**src/rtl/guard_pkg.sv**
```systemverilog
package guard_pkg;
  typedef enum logic [1:0] {
    ACC_FETCH = 2'b00,
    ACC_JUMP  = 2'b01,
    ACC_READ  = 2'b10,
    ACC_WRITE = 2'b11
  } acc_kind_e;

  // strobes from control to datapath
  typedef struct packed {
    logic loadLim;
    logic selInstr;
    logic stripHigh;
  } guard_strobe_t;
endpackage

```
**src/rtl/guard_datapath.sv**
```systemverilog
module guard_datapath
  import guard_pkg::*;
#(
  parameter int ADDR_W  = 18,
  parameter int BOUND_W = 9,
  parameter int KEEP_W  = 16
) (
  input  logic                   clk,
  input  logic                   rstN,
  input  guard_strobe_t          strobe,
  input  logic [4*BOUND_W-1:0]   limData,
  input  logic [ADDR_W-1:0]      reqAddr,
  output logic                   areaHit
);
  localparam int LIM_W = 4 * BOUND_W;
  localparam int NUM_AREAS = 2;   // index 0 data, 1 instruction
  localparam logic [ADDR_W-1:0] KEEP_MASK =
    {{(ADDR_W-KEEP_W){1'b0}}, {KEEP_W{1'b1}}};

  logic [LIM_W-1:0]   limReg;
  logic [ADDR_W-1:0]  effAddr;
  logic [BOUND_W-1:0] page;
  logic [NUM_AREAS-1:0] hitVec;

  always_ff @(posedge clk) begin
    if (!rstN)               limReg <= '0;
    else if (strobe.loadLim) limReg <= limData;
  end

  assign effAddr = strobe.stripHigh ? (reqAddr & KEEP_MASK) : reqAddr;
  assign page    = effAddr[ADDR_W-1 -: BOUND_W];

  for (genvar g = 0; g < NUM_AREAS; g++) begin : g_area
    logic [BOUND_W-1:0] lowB, upB;
    assign lowB = limReg[g*2*BOUND_W +: BOUND_W];
    assign upB  = limReg[g*2*BOUND_W+BOUND_W +: BOUND_W];
    assign hitVec[g] = (page >= lowB) && (page <= upB);

    // empty window never reports a hit
    p_empty_area_r7: assert property (@(posedge clk) disable iff (!rstN)
      (lowB > upB) |-> !hitVec[g]);
  end

  assign areaHit = strobe.selInstr ? hitVec[1] : hitVec[0];

  p_limit_load_r1: assert property (@(posedge clk) disable iff (!rstN)
    strobe.loadLim |=> (limReg == $past(limData)));
  p_limit_hold_r1: assert property (@(posedge clk) disable iff (!rstN)
    !strobe.loadLim |=> $stable(limReg));
endmodule

```
**src/rtl/guard_ctrl.sv**
```systemverilog
module guard_ctrl
  import guard_pkg::*;
#(
  parameter int CREG_W = 7
) (
  input  logic              clk,
  input  logic              rstN,
  input  logic              limLoad,
  input  logic              reqValid,
  input  logic [1:0]        reqKind,
  input  logic              guardOn,
  input  logic              writeOnly,
  input  logic              compatMode,
  input  logic              crefValid,
  input  logic [CREG_W-1:0] crefAddr,
  input  logic              areaHit,
  output guard_strobe_t     strobe,
  output logic              faultPulse
);
  // executive-only control register groups (octal 040-077, 100, 120-177)
  localparam logic [CREG_W-1:0] ACR_LO   = CREG_W'(32);
  localparam logic [CREG_W-1:0] ACR_HI   = CREG_W'(63);
  localparam logic [CREG_W-1:0] CLOCK_RG = CREG_W'(64);
  localparam logic [CREG_W-1:0] EXEC_LO  = CREG_W'(80);

  acc_kind_e kind;
  logic isInstrSide, needCheck, storeFault, crefProt, crefFault, faultNext;

  assign kind        = acc_kind_e'(reqKind);
  assign isInstrSide = (kind == ACC_FETCH) || (kind == ACC_JUMP);
  assign needCheck   = !writeOnly || (kind == ACC_WRITE);

  assign strobe.loadLim   = limLoad;
  assign strobe.selInstr  = isInstrSide;
  assign strobe.stripHigh = compatMode;

  assign storeFault = guardOn && reqValid && needCheck && !areaHit;
  assign crefProt   = ((crefAddr >= ACR_LO) && (crefAddr <= ACR_HI)) ||
                      (crefAddr == CLOCK_RG) || (crefAddr >= EXEC_LO);
  assign crefFault  = guardOn && crefValid && crefProt;
  assign faultNext  = storeFault || crefFault;

  always_ff @(posedge clk) begin
    if (!rstN) faultPulse <= 1'b0;
    else       faultPulse <= faultNext;
  end

  p_open_quiet_r3: assert property (@(posedge clk) disable iff (!rstN)
    !guardOn |=> !faultPulse);
  p_wo_skip_r5: assert property (@(posedge clk) disable iff (!rstN)
    (guardOn && writeOnly && !crefValid && (kind != ACC_WRITE)) |=> !faultPulse);
  p_low_creg_r9: assert property (@(posedge clk) disable iff (!rstN)
    (!reqValid && crefValid && (crefAddr < ACR_LO)) |=> !faultPulse);
  p_fault_cause_r10: assert property (@(posedge clk) disable iff (!rstN)
    (!reqValid && !crefValid) |=> !faultPulse);
endmodule

```
**src/rtl/storage_bounds_guard.sv**
```systemverilog
module storage_bounds_guard
  import guard_pkg::*;
#(
  parameter int ADDR_W  = 18,
  parameter int BOUND_W = 9,
  parameter int KEEP_W  = 16,
  parameter int CREG_W  = 7
) (
  input  logic                 clk,
  input  logic                 rstN,
  input  logic                 limLoad,
  input  logic [4*BOUND_W-1:0] limData,
  input  logic                 reqValid,
  input  logic [ADDR_W-1:0]    reqAddr,
  input  logic [1:0]           reqKind,
  input  logic                 guardOn,
  input  logic                 writeOnly,
  input  logic                 compatMode,
  input  logic                 crefValid,
  input  logic [CREG_W-1:0]    crefAddr,
  output logic                 faultPulse
);
  guard_strobe_t strobe;
  logic areaHit;

  guard_ctrl #(.CREG_W(CREG_W)) u_ctrl (
    .clk(clk), .rstN(rstN), .limLoad(limLoad), .reqValid(reqValid),
    .reqKind(reqKind), .guardOn(guardOn), .writeOnly(writeOnly),
    .compatMode(compatMode), .crefValid(crefValid), .crefAddr(crefAddr),
    .areaHit(areaHit), .strobe(strobe), .faultPulse(faultPulse)
  );

  guard_datapath #(.ADDR_W(ADDR_W), .BOUND_W(BOUND_W), .KEEP_W(KEEP_W)) u_dp (
    .clk(clk), .rstN(rstN), .strobe(strobe), .limData(limData),
    .reqAddr(reqAddr), .areaHit(areaHit)
  );
endmodule

```
**config.mk**
```make
export PLATFORM = sky130hd
export DESIGN_NAME = storage_bounds_guard
export DESIGN_NICKNAME = d
export VERILOG_FILES = /design/src/rtl/guard_pkg.sv /design/src/rtl/guard_datapath.sv /design/src/rtl/guard_ctrl.sv /design/src/rtl/storage_bounds_guard.sv
export SDC_FILE = /design/constraint.sdc
export NUM_CORES = 1
export LEC_CHECK = 0
export ABC_AREA = 1
export BUFFER_PORTS_ARGS = -buffer_cell sky130_fd_sc_hd__buf_4
export CAP_MARGIN = 20
export CORE_MARGIN = 4
export CORE_UTILIZATION = 50
export DETAILED_ROUTE_END_ITERATION = 10
export GPL_ROUTABILITY_DRIVEN = 0
export GPL_TIMING_DRIVEN = 0
export PLACE_DENSITY_LB_ADDON = 0.3
export SETUP_SLACK_MARGIN = 0.2
export SYNTH_ARGS = -nofsm -noshare
export SYNTH_HDL_FRONTEND = slang
export SYNTH_HIERARCHICAL = 1
export SYNTH_SLANG_ARGS = --single-unit
```
**constraint.sdc**
```tcl
create_clock -name clk -period 2.2 [get_ports clk]
set_clock_uncertainty 0.15 [all_clocks]
set_input_delay 0.11 -clock clk [delete_from_list [all_inputs] [get_ports clk]]
set_output_delay 0.11 -clock clk [all_outputs]
set_load 0.005 [all_outputs]
```
---- Word-level counts from Yosys, hierarchy flattened ----
Index checks and enable logic that the tools add are counted.
word-level totals
  flip-flop bits (word level) ............. 37
cells by class
  order comparisons ....................... 7
  equality and inequality tests ........... 3
  mux-type cells .......................... 2
  reduce and logical (&&, ||, !) cells .... 16
operator list
  cell                  number
  $ge A9 B9 Y1          2
  $le A9 B9 Y1          2
  $mux W18              1
  $logic_and A1 B1 Y1   8
  $eq A7 B7 Y1 const B  1
  $ge A7 B6 Y1 const B  1
  $ge A7 B7 Y1 const B  1
  $le A7 B6 Y1 const B  1
  $logic_or A1 B1 Y1    5
  $eq A2 B1 Y1 const B  1
  $eq A2 B2 Y1 const B  1
  $logic_not A1 Y1      2
  $logic_not A2 Y1      1
  $mux W1               1

---- Logic depth before layout (Yosys ltp) ----
  depth in word-level cells ............... 7
  mapped depth ............................ 14
  depth with buffers taken out ............ 13

---- By module ----
Netlist, hierarchy kept.
by module, submodules not included
  module          times used  cells an instance  area an instance (um^2)  sequential area each (um^2)
  guard_datapath  1           295                2133.3                   720.7
  guard_ctrl      1           19                 107.6                    20.0

---- Worst setup path before layout ----
No wires, ideal clock.
  path type ............................... flip-flop to flip-flop
  start ................................... register u_dp.limReg[31]
  end ..................................... register u_ctrl.faultPulse
  library setup time ...................... 0.066 ns
  arrival ................................. 1.402 ns
  data required time ...................... 1.984 ns
  setup slack ............................. 0.582 ns
  stages on the path, launching flop included .. 14
  buffers on the path ..................... 0
  clock period less this slack ............ 1.618 ns
  cells stage by stage .................... dfxtp_1 inv_1 ha_1 nand2_1 nor2_1 nand2_1 nand3_1 nand2_1 nand2_1 nand2_1 nand2_1 nand2_1 nand3b_1 a21oi_2
between the ends
  cells in the longest elaborated chain, start to end .. 6
ends and longest elaborated chain
  what                    RTL line                    source
  from (decl)             guard_datapath.sv:20        logic [LIM_W-1:0] limReg;
  from (signal assigned)  guard_datapath.sv:27        else if (strobe.loadLim) limReg <= limData;
  $le A9 B9 Y1            guard_datapath.sv:37        assign hitVec[g] = (page >= lowB) && (page <= upB);
  $logic_and A1 B1 Y1     guard_datapath.sv:37
  $mux W1                 guard_datapath.sv:44        assign areaHit = strobe.selInstr ? hitVec[1] : hitVec[0];
  via areaHit             storage_bounds_guard.sv:24  logic areaHit;
  $logic_not A1 Y1        guard_ctrl.sv:37            assign storeFault = guardOn && reqValid && needCheck && !areaHit;
  $logic_and A1 B1 Y1     guard_ctrl.sv:37
  $logic_or A1 B1 Y1      guard_ctrl.sv:41            assign faultNext = storeFault || crefFault;
  to (signal assigned)    guard_ctrl.sv:45            else faultPulse <= faultNext;
  to (decl)               guard_ctrl.sv:18            output logic faultPulse
The timed path passes the listed nets, and every way through them passes these cells.
A chain may end at the register's enable or synchronous reset.

---- Final worst setup path ----
  start ................................... register u_dp.limReg[13]
  end ..................................... register u_ctrl.faultPulse
The elaborated chain is that of the path after synthesis.

==> results.json <==
{
  "syn2layout_area_growth_pct": 51.65,
  "layout_commonest_cell": "buf_4",
  "row_count": 24,
  "clkTransAtPathRegs_ps": 80,
  "cts_buffers": 5,
  "ys_ff_latch": 37,
  "period_share": 0.8376,
  "drt_wl_total_um": 6570,
  "powerDensity_mw_per_mm2": 539.8,
  "grt_pass1_wl_um": 10210,
  "overflow": 0,
  "io-pin-count": 72,
  "setup_tns_ps": 0,
  "worstSetupStartpointType": "flip-flop",
  "synth_top_cell_by_area": "dfxtp_1",
  "dr.pass1.iters": 5,
  "drt_iter0_drc": 137,
  "synth_nets": 417,
  "hold_viol_final": 0,
  "port_buffers": 60,
  "maxCapViolations": 0,
  "ys_seq_area_frac": 0.3305,
  "slew_headroom": 0.6346,
  "cts_tree": "done",
  "ys_types": 23,
  "post_drt_wl_per_cell_um": 13.55,
  "endpoint_kind": "flip-flop",
  "grt_util_all_layers": 0.2439,
  "rsz0062_at_grt": "false",
  "tightest_slew_ps": 548.0,
  "core-area_mm2": 0.004354,
  "fin_crit_ps": 1843,
  "path_cells": "inv_1 > ha_4 > nand2_2 > nor2_1 > nand3_1 > nand3_1 > nand2_1 > nand2_1 > nand2_1 > nand2_1 > nand2_1 > nand3b_1 > a21oi_2",
  "start_util": 0.5147,
  "cp.required_ps": 2270,
  "ir_worst_vdd_v": 0.0004529,
  "dieArea_mm2": 0.005617,
  "grt_pass1_vias": 2342,
  "avgSynthCellArea_um2": 7.137,
  "ys_top_cells_by_area": "dfxtp_1 (33%), ha_1 (18%), a21oi_1 (8.7%), nand2_1 (8.7%), inv_1 (8.5%)",
  "hold_path_class": "in -> reg",
  "clk_latency_ps": 290,
  "worst_path_max_delay_cell": "dfxtp_1",
  "grt_antenna_before_repair": 0,
  "crit_fanout": 2,
  "num_vias": 2454,
  "finalSetupViolations": 0,
  "cts.sinks": 37,
  "via_per_inst": 5.060,
  "worst_hold_slack_ps": 23.62,
  "max_stage_delay_ps": 310,
  "maxSlewViolCount": 0,
  "postRouteAntennaNets": 0,
  "yosysWarnings": 6,
  "num-nets-final": 535,
  "die_y_um": 74.95,
  "fmax_mhz": 542.7,
  "die_w_um": 74.95,
  "drc": 0,
  "cts_buffer_depth": 2,
  "synthCells": 314,
  "htreeDepth": 2,
  "grt_start_max_net_pins": 12,
  "synth_top_area_frac": 0.3305,
  "place_hpwl_um": 4323,
  "path_common_cell": "nand2_1",
  "critPathKind": "reg -> reg",
  "p_leak_nw": 1.672,
  "netlist_area_mm2": 0.002241,
  "layout_common_cells": "buf_4 (63), dlygate4sd3_1 (51), inv_1 (51), nand2_1 (51), a21oi_1 (39)",
  "outcome": "complete, no violations",
  "drive_gt1_frac": 0.1848,
  "cts_root_buffer": "clkbuf_8",
  "post_cts_buffers": 0,
  "antenna_cells": 0,
  "cp.arrival_ps": 1920
}
[cells by family (layout without fill, tap and decap cells)]
family | after synthesis | after routing | share of synthesized area
buf+inv | 66 | 185 | 0.1167
flops | 37 | 37 | 0.3305
compound gates | 85 | 85 | 0.1993
simple gates | 94 | 94 | 0.1748
fa+ha+maj | 32 | 32 | 0.1787
[cell usage after synthesis, drive strengths merged]
cell / count
nand3b: 1
a21o: 2
a21boi: 1
inv: 53
nand3: 14
nand2: 53
a21oi: 40
buf: 5
nor2: 24
clkbuf: 8
dfxtp: 37
a31oi: 2
o21bai: 3
and3: 1
nand4: 1
ha: 32
o21ai: 37
[final timing paths]
| check | startpoint | end | slack, ps | depth (start not counted) |
|---|---|---|---|---|
| hold / removal | crefAddr[5] | u_ctrl/faultPulse$_SDFF_PN0_ | 20 | 5 |
| setup / recovery | u_dp/limReg[13]$_SDFFE_PN0P_ | u_ctrl/faultPulse$_SDFF_PN0_ | 360 | 13 |
| setup reg to reg | u_dp/limReg[13]$_SDFFE_PN0P_ | u_ctrl/faultPulse$_SDFF_PN0_ | 360 | 13 |
| hold reg to reg | u_dp/limReg[29]$_SDFFE_PN0P_ | u_dp/limReg[29]$_SDFFE_PN0P_ | 320 | 2 |
[power by group]
group          internal [mW]  switching [mW]  total (mW)
Sequential             0.716          0.0143       0.731
Combinational          0.255           0.240       0.495
Clock                  0.370           0.239       0.609
Total                   1.34           0.493        1.83
[metal layers]
metal,GRT usage,routed length [um],vias up
li1,-,-,1259
met1,0.2855,2651,1098
met2,0.4381,3351,83
met3,0.04940,422,14
met4,0.08696,144,0
met5,0,0,-
[what timing repair did]
item                                    4_1_cts  5_1_grt
endpoints found under the setup margin        0        1
hold endpoints to repair                     37        0
gates resized for setup                       0        2
hold buffers                                 51        0
[critical path: cells and delay by family, from the launching register on]
| kind | cells | cell delay [ps] |
|---|---|---|
| buffers and inverters | 1 | 70 |
| DFF | 1 | 310 |
| adders and majority gates | 1 | 280 |
| AOI/OAI and AO/OA | 1 | 140 |
| and+or+nand+nor | 10 | 810 |
[sequential cells by signal, summed over array words and instances (netlist names)]
register	cells
u_dp/limReg	36
u_ctrl/faultPulse	1
[per-stage QoR]
| step | setup slack [ps] | instance area (um^2) | std cells | util | power [mW] |
|---|---|---|---|---|---|
| final | 357.3 | 3398 | 485 | 0.7805 | 1.834 |
| after global placement | 376.8 | 2756 | 426 | 0.6330 | 1.125 |
| after floorplan | 582.1 | 2241 | 314 | - | 0.9857 |
| after CTS | 361.3 | 3383 | 485 | 0.7770 | 1.825 |
| after global routing | 196.9 | 3398 | 485 | 0.7805 | 1.939 |
| after detailed placement | 329.1 | 2756 | 426 | 0.6330 | 1.145 |
[final cells by class]
class / count / area (um^2)
Tap cell: 52 / 65.06
Multi-Input combinational cell: 211 / 1254
Sequential cell: 37 / 740.7
Clock inverter: 1 / 30.03
Inverter: 53 / 198.9
Timing Repair Buffer: 111 / 960.9
Buffer: 13 / 62.56
Clock buffer: 7 / 86.33
Fill cell: 314 / 955.9
No activity file was read; power rests on OpenSTA's default activity.
